### src/rtl/rrs_pkg.sv
package rrs_pkg;

    typedef enum logic [1:0] {
        S_IDLE,
        S_HOLD,
        S_WAITCLK,
        S_RUN
    } rel_state_t;

    typedef enum logic [1:0] {
        C_READY,
        C_OST,
        C_LOCK
    } clk_state_t;

    typedef enum logic [1:0] {
        K_NONE,
        K_POR,
        K_BOR,
        K_FAST
    } cause_kind_t;

endpackage

### src/rtl/rrs_cause_decode.sv
module rrs_cause_decode
    import rrs_pkg::*;
#(
    parameter int N_FAST  = 6,
    parameter int CAUSE_W = 4
) (
    input  logic               por_evt,
    input  logic               bor_evt,
    input  logic [N_FAST-1:0]  fast_evt,
    output logic               any_evt,
    output cause_kind_t        kind,
    output logic [CAUSE_W-1:0] code
);

    always_comb begin
        kind = K_NONE;
        code = '0;
        if (por_evt) begin
            kind = K_POR;
            code = CAUSE_W'(1);
        end else if (bor_evt) begin
            kind = K_BOR;
            code = CAUSE_W'(2);
        end else begin
            for (int i = N_FAST - 1; i >= 0; i--) begin
                if (fast_evt[i]) begin
                    kind = K_FAST;
                    code = CAUSE_W'(3 + i);
                end
            end
        end
    end

    assign any_evt = (kind != K_NONE);

endmodule

### src/rtl/rrs_delay_timer.sv
module rrs_delay_timer #(
    parameter int W = 16
) (
    input  logic         clk,
    input  logic         arst_n,
    input  logic         load,
    input  logic [W-1:0] load_val,
    input  logic         step,
    output logic         done
);

    logic [W-1:0] cnt;

    always_ff @(posedge clk or negedge arst_n) begin
        if (!arst_n) begin
            cnt <= '0;
        end else if (load) begin
            cnt <= load_val;
        end else if (step && cnt != '0) begin
            cnt <= cnt - 1'b1;
        end
    end

    assign done = (cnt == '0);

endmodule

### src/rtl/rrs_clk_chain.sv
module rrs_clk_chain
    import rrs_pkg::*;
#(
    parameter int CNT_W      = 16,
    parameter int OST_EDGES  = 1024,
    parameter int LOCK_TICKS = 20
) (
    input  logic       clk,
    input  logic       arst_n,
    input  logic       start,
    input  logic       slow,
    input  logic [1:0] src,
    input  logic       ref_tick,
    input  logic       osc_edge,
    output logic       ready
);

    localparam int OST_W = $clog2(OST_EDGES + 1);

    clk_state_t state_q, state_d;
    logic       pll_q;
    logic       ost_done, lock_done, lock_load;

    always_comb begin
        state_d = state_q;
        if (start) begin
            if (!slow)       state_d = C_READY;
            else if (src[0]) state_d = C_OST;
            else if (src[1]) state_d = C_LOCK;
            else             state_d = C_READY;
        end else begin
            unique case (state_q)
                C_OST:   if (ost_done)  state_d = pll_q ? C_LOCK : C_READY;
                C_LOCK:  if (lock_done) state_d = C_READY;
                C_READY: state_d = C_READY;
                default: state_d = C_READY;
            endcase
        end
    end

    always_ff @(posedge clk or negedge arst_n) begin
        if (!arst_n) begin
            state_q <= C_READY;
            pll_q   <= 1'b0;
        end else begin
            state_q <= state_d;
            if (start) pll_q <= src[1];
        end
    end

    assign lock_load = start || (state_q == C_OST && state_d == C_LOCK);
    assign ready     = (state_q == C_READY);

    rrs_delay_timer #(.W(OST_W)) u_ost (
        .clk      (clk),
        .arst_n   (arst_n),
        .load     (start),
        .load_val (OST_W'(OST_EDGES)),
        .step     (osc_edge),
        .done     (ost_done)
    );

    rrs_delay_timer #(.W(CNT_W)) u_lock (
        .clk      (clk),
        .arst_n   (arst_n),
        .load     (lock_load),
        .load_val (CNT_W'(LOCK_TICKS)),
        .step     (ref_tick),
        .done     (lock_done)
    );

endmodule

### src/rtl/reset_release_seq.sv
module reset_release_seq
    import rrs_pkg::*;
#(
    parameter int N_FAST       = 6,
    parameter int CNT_W        = 24,
    parameter int TICKS_PER_MS = 1000,
    parameter int POR_TICKS    = 10,
    parameter int LOCK_TICKS   = 20,
    parameter int MON_TICKS    = 100,
    parameter int OST_EDGES    = 1024,
    localparam int CAUSE_W     = $clog2(N_FAST + 3)
) (
    input  logic               clk,
    input  logic               arst_n,
    input  logic               ref_tick,
    input  logic               osc_edge,
    input  logic               por_evt,
    input  logic               bor_evt,
    input  logic [N_FAST-1:0]  fast_evt,
    input  logic [1:0]         pwrt_sel,
    input  logic [1:0]         clk_src,
    output logic               sys_reset,
    output logic               clk_en,
    output logic               mon_on,
    output logic [CAUSE_W-1:0] last_cause
);

    rel_state_t          state_q, state_d;
    cause_kind_t         kind;
    logic                any_evt;
    logic [CAUSE_W-1:0]  code;
    logic [CNT_W-1:0]    pw_ticks, rst_load;
    logic                rst_done, clk_ready, mon_done, release_go;
    logic                mon_armed, fast_q;
    logic [1:0]          src_q;

    rrs_cause_decode #(.N_FAST(N_FAST), .CAUSE_W(CAUSE_W)) u_dec (
        .por_evt  (por_evt),
        .bor_evt  (bor_evt),
        .fast_evt (fast_evt),
        .any_evt  (any_evt),
        .kind     (kind),
        .code     (code)
    );

    always_comb begin
        unique case (pwrt_sel)
            2'd0: pw_ticks = '0;
            2'd1: pw_ticks = CNT_W'(4 * TICKS_PER_MS);
            2'd2: pw_ticks = CNT_W'(16 * TICKS_PER_MS);
            2'd3: pw_ticks = CNT_W'(64 * TICKS_PER_MS);
            default: pw_ticks = '0;
        endcase
        unique case (kind)
            K_POR:   rst_load = CNT_W'(POR_TICKS) + pw_ticks;
            K_BOR:   rst_load = pw_ticks;
            default: rst_load = '0;
        endcase
    end

    rrs_delay_timer #(.W(CNT_W)) u_rst_tmr (
        .clk      (clk),
        .arst_n   (arst_n),
        .load     (any_evt),
        .load_val (rst_load),
        .step     (ref_tick),
        .done     (rst_done)
    );

    rrs_clk_chain #(
        .CNT_W      (CNT_W),
        .OST_EDGES  (OST_EDGES),
        .LOCK_TICKS (LOCK_TICKS)
    ) u_clk (
        .clk      (clk),
        .arst_n   (arst_n),
        .start    (any_evt),
        .slow     (kind == K_POR || kind == K_BOR),
        .src      (clk_src),
        .ref_tick (ref_tick),
        .osc_edge (osc_edge),
        .ready    (clk_ready)
    );

    // next-state logic
    always_comb begin
        state_d = state_q;
        if (any_evt) begin
            state_d = S_HOLD;
        end else begin
            unique case (state_q)
                S_IDLE:    state_d = S_IDLE;
                S_HOLD:    if (rst_done) state_d = clk_ready ? S_RUN : S_WAITCLK;
                S_WAITCLK: if (clk_ready) state_d = S_RUN;
                S_RUN:     state_d = S_RUN;
                default:   state_d = S_IDLE;
            endcase
        end
    end

    // state register and cause/monitor bookkeeping
    always_ff @(posedge clk or negedge arst_n) begin
        if (!arst_n) begin
            state_q    <= S_IDLE;
            last_cause <= '0;
            src_q      <= 2'b00;
            fast_q     <= 1'b0;
            mon_armed  <= 1'b0;
        end else begin
            state_q <= state_d;
            if (any_evt) begin
                last_cause <= code;
                src_q      <= clk_src;
                fast_q     <= (kind == K_FAST);
                mon_armed  <= 1'b0;
            end else if (release_go) begin
                mon_armed  <= 1'b1;
            end
        end
    end

    assign release_go = (state_q == S_HOLD) && rst_done && !any_evt;

    rrs_delay_timer #(.W(CNT_W)) u_mon_tmr (
        .clk      (clk),
        .arst_n   (arst_n),
        .load     (release_go),
        .load_val (fast_q ? '0 : CNT_W'(MON_TICKS)),
        .step     (ref_tick),
        .done     (mon_done)
    );

    // outputs
    always_comb begin
        sys_reset = (state_q == S_IDLE) || (state_q == S_HOLD);
        clk_en    = (state_q == S_RUN);
        mon_on    = mon_armed && mon_done && (src_q != 2'b00);
    end

endmodule

### config.mk
export PLATFORM = sky130hd
export DESIGN_NAME = reset_release_seq
export DESIGN_NICKNAME = d
export VERILOG_FILES = /design/src/rtl/rrs_pkg.sv /design/src/rtl/rrs_cause_decode.sv /design/src/rtl/rrs_delay_timer.sv /design/src/rtl/rrs_clk_chain.sv /design/src/rtl/reset_release_seq.sv
export SDC_FILE = /design/constraint.sdc
export NUM_CORES = 1
export LEC_CHECK = 0
export BUFFER_PORTS_ARGS = -buffer_cell sky130_fd_sc_hd__buf_4
export CAP_MARGIN = 30
export CORE_UTILIZATION = 28
export DETAILED_ROUTE_END_ITERATION = 7
export PLACE_DENSITY = 0.39
export SKIP_CTS_REPAIR_TIMING = 1
export SLEW_MARGIN = 30
export SYNTH_ARGS = -nofsm -noshare
export SYNTH_HDL_FRONTEND = slang
export SYNTH_SLANG_ARGS = --single-unit
### constraint.sdc
create_clock -name clk -period 4.15 [get_ports clk]
set_input_delay 0.415 -clock clk [delete_from_list [all_inputs] [get_ports clk]]
set_output_delay 0.415 -clock clk [all_outputs]
set_load 0.05 [all_outputs]
==> results.toml <==
[run_status]
status = "complete, no violations"

[yosys]
synth-seq-cells = 95
synth_common_cells = "dfrtp_1, nor2_1, nor3_1"
synth_most_common_cell = "dfrtp_1"
synth_nets = 586
syn_area_per_cell_sq_um = 9.19
synth_largest_area_cell = "dfrtp_1"
ys_seq_area_share_pct = 46.3
synth.area.top_cells = "dfrtp_1, xnor2_1, nor3_1, nor2_1, xor2_1"
yosys_warnings = 0
synthDistinctLibCells = 49
yosys.area.top_type_share_pct = 46.3
synth_area_sq_mm = 0.00514
yosys_most_used_dff = "dfrtp_1"
synth-edff-count = 0
synthArstFlopShare_pct = 100
syn_inst = 559

[sta]
tightest_slew_ns = 0.808
setup_viol = 0
slew_headroom_pct = 45.8
hold_violations = 0
skew_ns = 0.00789
rsz0062_at_grt = "no"
period_needed_ns = 3.22
timing.fmax_mhz = 310
final-max-slew-violation-count = 0
layout_setup_ws_ns = 0.925
fin_crit_sh_pct = 77.7
final.setup.tns_ns = 0

[power_and_ir_drop]
power_density_mw_per_mm2 = 429
power_leakage_uw = 0.00247
irDropWorstVdd_uv = 216

[clocking]
cts.path.max_buffers = 2
cts-root-buf = "clkbuf_16"
cts_tree = "yes"
numCtsBuffers = 9
insertion_delay_ns = 0.35
cts_max_level = 3
path_clk_slew_ns = 0.07
cts_num_sinks = 95

[critical_path]
critPathCaptureType = "output pin"
path_class = "register to output pin"
start_kind = "register"
cp_max_fo = 5
cp.required_ns = 3.73
arrival_ns = 2.81

[die]
dieHeight_microns = 137
die_x_microns = 137
ios = 23
start_util_pct = 28.6
rows = 49
fp.coreArea_sq_mm = 0.0180
dieArea_sq_mm = 0.0189

[grt]
antenna_found_initial = 0
grt_pass1_wl_microns = 20000
grt_max_degree = 72
gr-total-overflow = 0
first_global_vias = 3977
gr-usage-all-layers_pct = 13.8

[hold_path]
min_path_type = "input port to asynchronous set/reset pin"

[layout]
nets = 607
final_util_pct = 32.7
postLayoutCellArea_sq_mm = 0.00587
drive_gt1_share_pct = 9.74
diodes = 0
syn_to_final_growth_pct = 14.2

[drt]
routed-via-count = 4014
drtPass1Iterations = 4
wirelength_microns = 11800
postRouteAntennaNets = 0
drt_iter0_markers = 183
wire_per_inst_microns = 14.5
via_per_inst = 4.93
drc = 0

[placement]
dpl.hpwl_microns = 7960
gp_congestion = 0.750
place_area_sq_mm = 0.00556
port_buffers = 22
dp_slack_ns = 1.05

[job]
drv_cap = 0
[cells in the final DEF, fill, tap and decap left out, types with 2 or more instances in the layout]
master	n
clkbuf_16	9
buf_4	29
o21a_1	3
dfrtp_1	95
clkbuf_8	2
or4_1	13
o21bai_1	2
a41oi_1	2
xnor2_1	36
nor2b_1	2
nand3b_1	4
nand2_1	37
o31ai_1	3
nand2b_1	4
and2_1	5
nor4_1	21
ha_1	11
a211oi_1	6
nand3_1	11
nand4_1	4
or2_2	3
a31oi_1	8
nor3b_1	7
clkinv_2	2
a21o_1	3
nor2_1	81
xor2_1	25
o21ai_0	6
a21oi_1	21
and3_1	2
or3_1	22
nor3_1	61
inv_1	19
o22a_1	6
[path summary, 6_finish.rpt]
kind | from | endpoint | slack, ns | depth (start not counted)
worst max-delay path | u_mon_tmr.cnt[7]$_DFFE_PN0P_ | mon_on | 0.93 | 5
worst min-delay path | arst_n | u_mon_tmr.cnt[14]$_DFFE_PN0P_ | 0.07 | 1
worst max register to register | u_clk.u_lock.cnt[8]$_DFFE_PN0P_ | u_clk.u_lock.cnt[4]$_DFFE_PN0P_ | 1.21 | 7
worst min register to register | src_q[0]$_DFFE_PN0N_ | src_q[0]$_DFFE_PN0N_ | 0.47 | 2
max in group asynchronous | arst_n | u_rst_tmr.cnt[5]$_DFFE_PN0P_ | 3.27 | 2
min in group clk | por_evt | last_cause[1]$_DFFE_PN0N_ | 0.28 | 2
[layer usage]
metal  track usage [%]  wire [microns]
met1              18.6            5980
met2              21.8            5300
met3              2.24             317
met4              5.80             223
met5                 0               0
[cell families after synthesis]
kind of cell    Yosys count  synth area share (%)
simple gates            284                  28.3
flops                    95                  46.3
compound gates           68                  8.98
xor+xnor                 61                  10.4
buf+inv                  39                  3.21
fa+ha+maj                11                  2.68
mux                       1                 0.219
[metrics by stage]
step,hold WS (ns),cells,total power (uW)
global placement,0.452,798,1670
finish,0.0722,814,2520
global route,0.129,814,2690
CTS,0.255,814,2560
floorplan,0.119,559,1530
detailed placement,0.459,798,1670
[area by class of cell]
cell class | count | area, sq um
Sequential cell | 95 | 2380
Clock inverter | 5 | 56.3
Inverter | 19 | 71.3
Fill cell | 1872 | 12100
Multi-Input combinational cell | 425 | 2600
Timing Repair Buffer | 30 | 229
Clock buffer | 11 | 253
Tap cell | 229 | 287
[where the power goes]
part	total (uW)	internal [uW]	leakage [uW]	switching (uW)
Clock	873	500	0.000152	373
Sequential	1160	1040	0.00125	115
Combinational	488	211	0.00106	277
[state kept, by name (all words and copies together), names as in the netlist]
| signal | flops |
|---|---|
| u_clk.u_lock.cnt | 24 |
| state_q | 2 |
| u_clk.state_q | 2 |
| mon_armed | 1 |
| u_clk.u_ost.cnt | 11 |
| u_rst_tmr.cnt | 24 |
| src_q | 2 |
| u_mon_tmr.cnt | 24 |
| last_cause | 4 |
| fast_q | 1 |
[critical path, cell delays in order, from the launching register on]
cell and delay [ns]:
dfrtp_1 0.41, or4_1 0.58, or4b_1 0.59, or3_1 0.49, nor2_1 0.18, buf_4 0.22
Note: power is estimated with default switching activity, not from simulation.
